==> src/rtl/ifs_pkg.sv <==
package ifs_pkg;
  // status word bit positions (decoded by software)
  localparam int ST_ERR     = 0;
  localparam int ST_TC      = 1;
  localparam int ST_THR     = 2;
  localparam int ST_MATCH   = 3;
  localparam int ST_TMO     = 4;
  localparam int ST_BUSY    = 5;
  localparam int ST_LVL_LSB = 8;
  localparam int ST_W       = 16;
  localparam int NFLAG      = 5;
endpackage

==> src/rtl/ifs_fifo.sv <==
// Byte buffer: distributed-RAM style storage, wrap pointers, fill level.
module ifs_fifo #(
  parameter int DEPTH = 32,
  parameter int DW    = 8,
  localparam int AW   = $clog2(DEPTH),
  localparam int LW   = AW + 1
) (
  input  logic          clk,
  input  logic          rst,
  input  logic          flush,
  input  logic          push,
  input  logic [DW-1:0] push_data,
  input  logic          pop,
  output logic [DW-1:0] head_data,
  output logic [LW-1:0] level,
  output logic          full,
  output logic          empty
);
  localparam logic [LW-1:0] FULL_LVL = LW'(DEPTH);

  logic [DW-1:0] mem [DEPTH];
  logic [AW-1:0] wptr, rptr;

  always_ff @(posedge clk) begin
    if (push) mem[wptr] <= push_data;
  end

  assign head_data = mem[rptr];
  assign full      = (level == FULL_LVL);
  assign empty     = (level == '0);

  always_ff @(posedge clk) begin
    if (rst || flush) begin
      wptr  <= '0;
      rptr  <= '0;
      level <= '0;
    end else begin
      if (push) wptr <= wptr + AW'(1);
      if (pop)  rptr <= rptr + AW'(1);
      case ({push, pop})
        2'b10:   level <= level + LW'(1);
        2'b01:   level <= level - LW'(1);
        default: level <= level;
      endcase
    end
  end
endmodule

==> src/rtl/ifs_thresh.sv <==
// Threshold compare: bytes available (read) or slots free (write) vs thr+1.
module ifs_thresh #(
  parameter int DEPTH = 32,
  parameter int TW    = 5,
  localparam int LW   = $clog2(DEPTH) + 1,
  localparam int CW   = ((LW > TW) ? LW : TW) + 1
) (
  input  logic          dir_rd,
  input  logic [TW-1:0] thr,
  input  logic [LW-1:0] level,
  output logic          hit
);
  logic [CW-1:0] avail, need;

  always_comb begin
    avail = dir_rd ? CW'(level) : (CW'(DEPTH) - CW'(level));
    need  = CW'(thr) + CW'(1);
    hit   = (avail >= need);
  end
endmodule

==> src/rtl/ifs_flags.sv <==
// Sticky event flags with write-one-to-clear, plus the busy tracker.
module ifs_flags #(
  parameter int NF = 5
) (
  input  logic          clk,
  input  logic          rst,
  input  logic          start,
  input  logic          abort,
  input  logic          xfer_done,
  input  logic          fifo_empty,
  input  logic [NF-1:0] set_ev,
  input  logic          clr_we,
  input  logic [NF-1:0] clr_bits,
  output logic [NF-1:0] sticky,
  output logic          busy
);
  logic done_seen;

  for (genvar i = 0; i < NF; i++) begin : g_flag
    always_ff @(posedge clk) begin
      if (rst)            sticky[i] <= 1'b0;
      else if (set_ev[i]) sticky[i] <= 1'b1;   // set beats clear
      else if (clr_we && clr_bits[i]) sticky[i] <= 1'b0;
    end
  end

  always_ff @(posedge clk) begin
    if (rst || abort) begin
      busy      <= 1'b0;
      done_seen <= 1'b0;
    end else if (start) begin
      busy      <= 1'b1;
      done_seen <= 1'b0;
    end else if (busy && done_seen && fifo_empty) begin
      busy      <= 1'b0;
      done_seen <= 1'b0;
    end else begin
      done_seen <= done_seen | xfer_done;
    end
  end
endmodule

==> src/rtl/xfer_fifo_status.sv <==
module xfer_fifo_status
  import ifs_pkg::*;
#(
  parameter int DEPTH = 32,
  parameter int DW    = 8,
  parameter int TW    = 5,
  localparam int LW   = $clog2(DEPTH) + 1
) (
  input  logic             clk,
  input  logic             rst,
  input  logic             dir_rd,
  input  logic [TW-1:0]    thresh,
  input  logic [NFLAG-1:0] irq_en,
  input  logic             start,
  input  logic             abort,
  input  logic             reg_wr,
  input  logic [DW-1:0]    reg_wdata,
  input  logic             reg_rd,
  output logic [DW-1:0]    reg_rdata,
  output logic             reg_wait,
  input  logic             seq_in_valid,
  input  logic [DW-1:0]    seq_in_data,
  output logic             seq_in_ready,
  output logic             seq_out_valid,
  output logic [DW-1:0]    seq_out_data,
  input  logic             seq_out_ready,
  input  logic             seq_done,
  input  logic             ev_err,
  input  logic             ev_match,
  input  logic             ev_tmo,
  input  logic             clr_we,
  input  logic [NFLAG-1:0] clr_bits,
  output logic [ST_W-1:0]  status,
  output logic             irq
);
  logic          push, pop, full, empty, thr_hit, busy;
  logic [DW-1:0] push_data, head;
  logic [LW-1:0] level;
  logic [NFLAG-1:0] set_ev, sticky, flag_vec;
  logic          unused_thr_sticky;

  // direction steers which side fills and which side drains
  assign seq_in_ready  = dir_rd & ~full;
  assign seq_out_valid = ~dir_rd & ~empty;
  assign seq_out_data  = head;
  assign push      = dir_rd ? (seq_in_valid & ~full) : (reg_wr & ~full);
  assign push_data = dir_rd ? seq_in_data : reg_wdata;
  assign pop       = dir_rd ? (reg_rd & ~empty) : (seq_out_valid & seq_out_ready);
  assign reg_wait  = (reg_wr & ~dir_rd & full) | (reg_rd & dir_rd & empty);
  assign reg_rdata = (reg_rd & dir_rd & ~empty) ? head : '0;

  ifs_fifo #(.DEPTH(DEPTH), .DW(DW)) u_fifo (
    .clk(clk), .rst(rst), .flush(abort), .push(push), .push_data(push_data),
    .pop(pop), .head_data(head), .level(level), .full(full), .empty(empty)
  );

  ifs_thresh #(.DEPTH(DEPTH), .TW(TW)) u_thr (
    .dir_rd(dir_rd), .thr(thresh), .level(level), .hit(thr_hit)
  );

  always_comb begin
    set_ev           = '0;
    set_ev[ST_ERR]   = ev_err;
    set_ev[ST_TC]    = seq_done;
    set_ev[ST_MATCH] = ev_match;
    set_ev[ST_TMO]   = ev_tmo;
  end

  ifs_flags #(.NF(NFLAG)) u_flags (
    .clk(clk), .rst(rst), .start(start), .abort(abort), .xfer_done(seq_done),
    .fifo_empty(empty), .set_ev(set_ev), .clr_we(clr_we), .clr_bits(clr_bits),
    .sticky(sticky), .busy(busy)
  );

  assign unused_thr_sticky = sticky[ST_THR];

  always_comb begin
    flag_vec         = sticky;
    flag_vec[ST_THR] = thr_hit;
    status           = '0;
    status[NFLAG-1:0]        = flag_vec;
    status[ST_BUSY]          = busy;
    status[ST_LVL_LSB +: LW] = level;
  end

  assign irq = |(flag_vec & irq_en);
endmodule

==> config.mk <==
export PLATFORM = sky130hd
export DESIGN_NAME = xfer_fifo_status
export DESIGN_NICKNAME = d
export VERILOG_FILES = /design/src/rtl/ifs_pkg.sv /design/src/rtl/ifs_fifo.sv /design/src/rtl/ifs_thresh.sv /design/src/rtl/ifs_flags.sv /design/src/rtl/xfer_fifo_status.sv
export SDC_FILE = /design/constraint.sdc
export NUM_CORES = 1
export LEC_CHECK = 0
export ABC_AREA = 0
export BUFFER_PORTS_ARGS = -buffer_cell sky130_fd_sc_hd__clkbuf_2
export CAP_MARGIN = 30
export CORE_MARGIN = 2
export CORE_UTILIZATION = 50
export CTS_CLUSTER_SIZE = 28
export DETAILED_ROUTE_END_ITERATION = 6
export GPL_TIMING_DRIVEN = 0
export HOLD_SLACK_MARGIN = 0.03
export PLACE_DENSITY_LB_ADDON = 0.15
export SETUP_SLACK_MARGIN = 0.5
export SYNTH_ARGS = -nofsm -noshare
export SYNTH_HDL_FRONTEND = slang
export SYNTH_SLANG_ARGS = --single-unit
==> constraint.sdc <==
create_clock -name clk -period 3 [get_ports clk]
set_input_delay 0.3 -clock clk [delete_from_list [all_inputs] [get_ports clk]]
set_output_delay 0.3 -clock clk [all_outputs]
set_load 0.01 [all_outputs]
After elaboration in Yosys (flattened, before gate mapping)
Memories as Yosys holds them, arrays and structs flattened. A register that Yosys moved wholly into a read port is not among the register bits. Cells that the tools add are included.

Add/sub/neg operators: 6. Muxes and demuxes: 20. Bitwise logic cells: 17. Order comparisons: 1. Eq/ne operators: 3. Reduce and logical (&&, ||, !) cells: 16.

Operator list (count): $mux W8 (2); $mux W1 (14); $pmux W6 S2 (1); $reduce_bool A2 Y1 (6); $and A1 B1 Y1 (11); $add A5 B1 Y5 const B (2); $mux W5 (2); $ge A7 B7 Y1 (1); $mux W7 (1); $sub A6 B6 Y7 const A (1); $add A5 B1 Y6 const B (1); $add A6 B1 Y6 const B (1); $eq A6 B6 Y1 const B (1); $logic_and A1 B1 Y1 (6); $logic_not A6 Y1 (1); $sub A6 B1 Y6 const B (1); $and A5 B5 Y5 (1); $reduce_or A5 Y1 (1); $not A1 Y1 (3); $reduce_or A3 Y1 (1); $eq A2 B1 Y1 const B (1); $eq A2 B2 Y1 const B (1); $or A1 B1 Y1 (2); $logic_or A1 B1 Y1 (1).

Output and inout port bits: 36. Word-level logic and storage cells: 73. Memory bits (writable): 256. Memories: 1. Register bits after elaboration: 22. Input port bits: 45.

Memory list: u_fifo.mem (depth 32, bits a word 8, rd ports 1, clocked after memory_dff 1, wr ports 1, line ifs_fifo.sv:21) `logic [DW-1:0] mem [DEPTH];`.

Logic depth before layout (Yosys ltp)
Gate-level depths: netlist of the first run.

Word-level depth: 7. Gate-level depth with buffers: 16. Depth with buffers taken out: 13.

Cells and area by module
Synthesis of the first run repeated with hierarchy kept, for this count alone.

Cell total of the unflattened synthesis: 722. Area total of the unflattened synthesis: 11942.7 um^2.

Modules (own cells, without submodules): ifs_fifo (cells each 622, instances 1, sequential area each 8107.8 um^2, area each 11055.6 um^2); ifs_thresh (cells each 40, instances 1, sequential area each 0.0 um^2, area each 325.3 um^2); xfer_fifo_status (cells each 37, instances 1, sequential area each 0.0 um^2, area each 294.0 um^2); ifs_flags (cells each 23, instances 1, sequential area each 140.1 um^2, area each 267.8 um^2).

Least setup slack after synthesis of the first run
No wires, ideal clock.

Path type: reg-to-reg. From: register u_fifo.level[1]. To: register u_fifo.level[2]. Cell stages (with the launch flop): 16. Setup time: 0.071 ns. Setup slack: -0.314 ns. Arrival: 3.244 ns. Clock period less this slack: 3.314 ns. Required time: 2.929 ns. Path buffers: 3. Cells stage by stage: dfxtp_1 -> clkbuf_1 -> inv_1 -> ha_1 -> or4b_4 -> buf_6 -> nor2_1 -> nor2_1 -> ha_1 -> buf_4 -> xor2_1 -> ha_1 -> a31oi_1 -> xor2_1 -> or3_1 -> a21oi_1.

Cells in the longest elaborated chain, start to end: 7. Elaborated cells between the ends (all ways): 17. Those cells by class: 2 x add/sub; 3 x eq/ne; 3 x mux; 7 x bitwise; 2 x reduce/logical.

RTL lines: from (decl) (line ifs_fifo.sv:15) `output logic [LW-1:0] level,`; from (signal assigned) (line ifs_fifo.sv:41) `2'b10: level <= level + LW'(1);`; from (signal assigned) (line ifs_fifo.sv:42) `2'b01: level <= level - LW'(1);`; from (signal assigned) (line ifs_fifo.sv:43) `default: level <= level;`; $logic_not A6 Y1 * (line ifs_fifo.sv:30) `assign empty = (level == '0);`; $not A1 Y1 * (line xfer_fifo_status.sv:44, xfer_fifo_status.sv:48); $and A1 B1 Y1 (line xfer_fifo_status.sv:44) `assign seq_out_valid = ~dir_rd & ~empty;`; $and A1 B1 Y1 (line xfer_fifo_status.sv:48) `assign pop = dir_rd ? (reg_rd & ~empty) : (seq_out_valid & seq_out_ready);`; $mux W1 * (line xfer_fifo_status.sv:48); via pop (line xfer_fifo_status.sv:36) `logic push, pop, full, empty, thr_hit, busy;`; $eq A2 B1 Y1 / $eq A2 B2 Y1 (equally long branches) (line ifs_fifo.sv:40) `case ({push, pop})`; $pmux W6 S2 / $reduce_bool A2 Y1 (equally long branches).

Mark *: on every way through the listed nets, which the timed path passes. The rest lies on a longest branch. A chain may end at the register's enable or synchronous reset.

==> results of run 1 <==
==> kinds of logic after synthesis <==
family / Yosys count / synth area share, %
XOR/XNOR: 20 / 1.48
AO/OA/AOI/OAI: 49 / 2.96
AND/OR/NAND/NOR: 144 / 5.80
multiplexers: 110 / 16.2
other: 1 / 0.0317
flip-flops: 283 / 69.5
buffers and inverters: 56 / 2.47
adder cells (fa/ha/maj): 15 / 1.58
==> metal layers <==
layer	GRT usage (%)	part of all wire, %	up-vias
li1	-	-	2972
met1	32.8	43	3501
met2	38.3	49	232
met3	3.83	5.9	52
met4	6.36	2.6	0
met5	0	0	-
==> where the power goes <==
group          total (mW)  leakage [nW]  switching [mW]  internal (mW)
Sequential           4.37          2.53          0.0136           4.35
Combinational       0.805          1.94           0.432          0.373
Clock                3.48         0.438            1.42           2.07
Total                8.65          4.91            1.86           6.79
==> how the worst min path moves through the flow <==
| stage | startpoint | to | slack (ps) |
|---|---|---|---|
| after floorplan | rst | u_flags.sticky[0]$_SDFFE_PP0P_ | 370 |
| after global placement | start | u_flags.done_seen$_SDFF_PP0_ | 480 |
| after detailed placement | start | u_flags.done_seen$_SDFF_PP0_ | 490 |
| after CTS | abort | u_fifo.wptr[4]$_SDFFE_PP0P_ | 60 |
| after global routing | abort | u_fifo.wptr[4]$_SDFFE_PP0P_ | 80 |
| final | abort | u_fifo.wptr[4]$_SDFFE_PP0P_ | 80 |
==> critical path, stage by stage, from the launching register on <==
cell and delay, ps:
dfxtp_4 360, buf_12 120, buf_12 130, buf_12 150, buf_12 140, mux4_2 530, mux2i_2 190, nand2_1 140
nand4_1 220, nor2_1 60, clkbuf_2 150
==> registers in the layout (all words and copies together), names as in the netlist, named ones only <==
name,cells
u_fifo.level,6
u_fifo.rptr,5
u_fifo.wptr,5
u_fifo.mem,256
u_flags.sticky,4
u_flags.done_seen,1
u_flags.busy,1
==> area by class of cell <==
class	instances	share of cell area, %
buffer	43	2.71
timing repair buffer	120	6.33
tap	319	2.68
inverter	13	0.361
sequential	283	55.3
clock buffer	43	5.29
clock inverter	9	0.815
multi-input combinational	342	26.5
==> repair_timing <==
item                       4_1_cts  5_1_grt
gates cloned                     3        1
gates resized for setup        158       41
hold endpoints to repair         6        0
setup buffers                   24        8
hold buffers                     9        0
pin swaps                       24       17
setup endpoints to repair      282      105
==> layout by cell type (no fill, tap or decap), drive strengths merged, types with 4 or more instances in the layout <==
master / Yosys / routed
dfxtp: 27 / 27
clkbuf: 15 / 117
conb: 1 / 4
a221oi: 5 / 5
mux2i: 35 / 35
mux4: 64 / 64
nand4: 7 / 7
edfxtp: 256 / 256
nand3: 6 / 6
and4b: 4 / 4
a21oi: 13 / 13
xor2: 13 / 13
xnor2: 7 / 7
ha: 15 / 15
clkinv: 0 / 4
dlygate4sd3: 0 / 9
nand2: 30 / 30
mux2: 11 / 11
buf: 28 / 80
nor2: 69 / 69
or3: 4 / 4
inv: 13 / 14
a31oi: 4 / 4
==> flow_metrics.tcl, run 1 <==
set metrics [dict create \
    die_x_um 158 \
    setup_slack_ps -44.5 \
    gr-usage-all-layers_pct 23.3 \
    fp.dieH_um 158 \
    rr_worst_depth 15 \
    antenna_found_initial 0 \
    tightestPinTransition_ps 891 \
    worstSetupPathType "flop to output pin" \
    finish.instance_area_sq_um 14900 \
    drc 0 \
    grt_max_degree 33 \
    gp_congestion 0.879 \
    ys_ff_latch 283 \
    area_growth_pct 25.7 \
    drt-vias-per-instance 5.77 \
    slew_headroom_pct 40.4 \
    synth.area.top_cells "edfxtp_1, mux4_2, dfxtp_1" \
    grt_pass1_vias 6782 \
    layout_worst_path_cycle_share_pct 101 \
    drtPass1Iterations 5 \
    synth_area_per_cell_sq_um 17.5 \
    whs_path_depth 3 \
    dpl.cell_count 1075 \
    grt_overflow 0 \
    violations "negative setup slack" \
    yosysWarnings 0 \
    min_period_ps 3040 \
    cp.required_ps 2700 \
    critPathArrivalTime_ps 2740 \
    synth_largest_area_cell "edfxtp_1" \
    placementRows 56 \
    power_density_nw_per_um2 581 \
    synth.most_common_cell "edfxtp_1" \
    ys.flop_type "edfxtp_1" \
    power_leakage_nw 4.91 \
    dp_slack_ps -233 \
    r2r_slack_ps 90 \
    num_antenna_cells 0 \
    synth_edf_count 256 \
    critical_path.endpoint_type "output pin" \
    setup_viol 4 \
    cts_buffers 29 \
    drv_cap 0 \
    synth_area_sq_um 11800 \
    ys_seq_area_share_pct 69.5 \
    final_nets 892 \
    htree_num_levels 1 \
    instances_no_fill 1172 \
    hold_viol 0 \
    ios 81 \
    multi_input_area_sq_um 3940 \
    whs_ps 80.4 \
    synth_cell_type_count 56 \
    drive_gt1_share_pct 40.1 \
    path_clk_slew_ps 60 \
    slew_violations 0 \
    critPathLaunchType "flop" \
    hp-class "primary input to flop" \
    fin_worst_skew_ps 8.37 \
    worstPathMaxFanout 6 \
    dp_hpwl_mm 17.6 \
    portBuffers 74 \
    coreArea_sq_um 23300 \
    initial_core_util_pct 50.8 \
    clkSinkCount 283 \
    route.antenna.remaining_nets 0 \
    status "finished with violations" \
    wl_per_cell_um 24.5 \
    r2r-end "u_fifo.level[2]$_SDFFE_PP0P_" \
    grt_pass1_wl_mm 41.9 \
    routed_wl_mm 28.7 \
    post-route-util_pct 63.8 \
    insertion_delay_ps 540 \
    area.sequential_sq_um 8240 \
    yosys.area.top_type_share_pct 64.9 \
    die-area_sq_um 24900 \
    netlist_top_cells_count "edfxtp_1, nor2_1, mux4_2, mux2i_1, nand2_1" \
    clock.fmax_mhz 328 \
    fillers 1620 \
    num_vias 6757 \
    setup.worst_path.end "reg_rdata[1]" \
    rsz0062_at_grt "true" \
    setup_tns_ps -115 \
    power.total_mw 8.65 \
    cts_root_buf "clkbuf_16" \
    peakVddDrop_mv 0.417 \
    drtIter0Drc 484 \
    place_area_sq_um 12700 \
    cts_tree "yes" \
    ys_async_sr_fraction_pct 0 \
    netlist_instances 678 \
    worstReg2RegStart "u_fifo.level[1]$_SDFFE_PP0P_" \
    clk_path_buf_depth 3 \
]
Power figures use the tool's default switching activity.
==> run 2: changes to the inputs <==
==> constraint.sdc (replaced) <==
create_clock -name clk -period 3.3 [get_ports clk]
set_input_delay 0.33 -clock clk [delete_from_list [all_inputs] [get_ports clk]]
set_output_delay 0.33 -clock clk [all_outputs]
set_load 0.01 [all_outputs]
==> flow_metrics.tcl, run 2 (synthesis gave the netlist of run 1 again) <==
set metrics [dict create \
    fp.dieH_um 158 \
    insertion_delay_ps 530 \
    multi_input_area_sq_um 3820 \
    final_common_cell "edfxtp_1" \
    drtPass1Iterations 5 \
    coreArea_sq_um 23300 \
    path_clk_slew_ps 60 \
    die-area_sq_um 24900 \
    gr-usage-all-layers_pct 23.1 \
    initial_core_util_pct 50.8 \
    crit_chain "buf_8 -> inv_4 -> ha_4 -> mux2_4 -> ha_4 -> a21o_1 -> a21o_1 -> a211oi_2 -> o31ai_4 -> a21o_1 -> clkbuf_2" \
    fillers 1660 \
    grt_overflow 0 \
    portBuffers 74 \
    clkSinkCount 283 \
    worstPathMaxFanout 2 \
    cp.required_ps 2970 \
    critPathArrivalTime_ps 2700 \
    peakVddDrop_mv 0.472 \
    regMostFlops "u_fifo.mem" \
    layout_worst_path_cycle_share_pct 91.8 \
    placementRows 56 \
    cts_root_buf "clkbuf_16" \
    route.antenna.remaining_nets 0 \
    grt_pass1_wl_mm 41.4 \
    clk_path_buf_depth 3 \
    critical_path.endpoint_type "output pin" \
    status "finished, final reports clean" \
    die_x_um 158 \
    r2r_slack_ps 360 \
    routed_wl_mm 28.4 \
    drc 0 \
    area_growth_pct 23.8 \
    ios 81 \
    worstReg2RegStart "u_fifo.level[1]$_SDFFE_PP0P_" \
    critPathMostFrequentCell "a21o_1" \
    wl_per_cell_um 24.4 \
    power_density_nw_per_um2 531 \
    gp_congestion 0.891 \
    dp_hpwl_mm 17.7 \
    final_cell_mix "edfxtp_1, clkbuf_2, mux4_2" \
    critical_path.top_delay_family "compound AO/OA/AOI/OAI gates" \
    drv_cap 0 \
    final_nets 882 \
    largest_reg_flops 256 \
    whs_path_depth 2 \
    slew_headroom_pct 39.4 \
    min_period_ps 3030 \
    slew_violations 0 \
    hp-class "primary input to flop" \
    power_leakage_nw 4.86 \
    cpMaxStageDelayCell "dfxtp_2" \
    clock.fmax_mhz 330 \
    num_vias 6704 \
    drtIter0Drc 654 \
    drive_gt1_share_pct 40.5 \
    cts_tree "yes" \
    setup_viol 0 \
    setup_tns_ps 0 \
    critPathLaunchType "flop" \
    worstSetupPathType "flop to output pin" \
    antenna_found_initial 0 \
    grt_max_degree 33 \
    area.sequential_sq_um 8230 \
    reg.largest.list "u_fifo.mem: 256 flops, u_fifo.level: 6 flops" \
    rsz0062_at_grt "true" \
    r2r-end "u_fifo.level[4]$_SDFFE_PP0P_" \
    critPathMaxStageDelay_ps 330 \
    min_from "rst" \
    hold_viol 0 \
    tightestPinTransition_ps 906 \
    drt-vias-per-instance 5.76 \
    fin_worst_skew_ps 7.35 \
    place_area_sq_um 12700 \
    htree_num_levels 1 \
    grt_pass1_vias 6751 \
    min_to "u_flags.sticky[0]$_SDFFE_PP0P_" \
    rr_worst_depth 16 \
    finish.instance_area_sq_um 14700 \
    cts_buffers 29 \
    cp_num_buf_inv 3 \
    num_antenna_cells 0 \
]
## run 2: through the flow
step | hold slack [ps] | util [%] | setup WS (ps) | power (mW) | instances
4_1_cts | 40.0 | 61.6 | 231 | 7.78 | 1158
3_5_place_dp | 504 | 54.4 | -127 | 4.59 | 1074
6_report | 56.9 | 62.9 | 271 | 7.79 | 1163
3_3_place_gp | 489 | 54.4 | -106 | 4.56 | 1074
5_1_grt | 56.4 | 62.9 | 160 | 8.02 | 1163
2_1_floorplan | 402 | - | 453 | 4.39 | 681
## run 2: what timing repair did
item	4_1_cts	5_1_grt
endpoints found under the setup margin	279	248
gates cloned	2	1
buffers inserted	25	4
hold buffers	4	0
hold endpoints to repair	5	0
resized for setup	122	54
pin swaps	26	23
## run 2: worst max path at each step
stage,start,to,depth (start not counted)
finish,u_fifo.level[1]$_SDFFE_PP0P_,irq,11
detailed placement,flop,reg_rdata[6],10
global route,u_fifo.level[1]$_SDFFE_PP0P_,irq,10
global placement,flop,reg_rdata[6],10
CTS,u_fifo.level[1]$_SDFFE_PP0P_,irq,11
floorplan,u_fifo.level[1]$_SDFFE_PP0P_,u_fifo.level[2]$_SDFFE_PP0P_,15
## run 2: metal layers
| metal | share of wire [%] | routed length (um) | track usage [%] | up-vias |
|---|---|---|---|---|
| met4 | 2.4 | 695 | 6.19 | 0 |
| met5 | 0 | 0 | 0 | - |
| met2 | 49 | 14000 | 37.8 | 247 |
| met1 | 41 | 11700 | 32.2 | 3454 |
| met3 | 7.0 | 1980 | 4.33 | 51 |
| li1 | - | - | - | 2952 |
## run 2: area by class of cell
type | instances | share of cell area, %
Multi-Input combinational cell | 342 | 26.1
Sequential cell | 283 | 56.1
Inverter | 13 | 0.350
Clock buffer | 30 | 4.97
Buffer | 43 | 3.02
Timing Repair Buffer | 110 | 5.49
Clock inverter | 23 | 1.25
Tap cell | 319 | 2.72
## run 2: report_power, final
group          switching [mW]  internal, mW  total [mW]
logic                   0.384         0.322       0.707
registers              0.0119          3.96        3.97
clock network            1.29          1.83        3.11
## run 2: worst reg2reg max path, cell delays in order (launching register included)
cell      delay [ps]
dfxtp_2          330
buf_8            120
inv_4             50
ha_4             140
or4b_4           460
buf_6            140
nor2_4           140
nor2_4            60
ha_4             190
buf_8            130
xor2_2           180
ha_4             210
nand2_2           60
o211ai_1          90
a31oi_1          260
xnor2_1          180
nor2_1            80
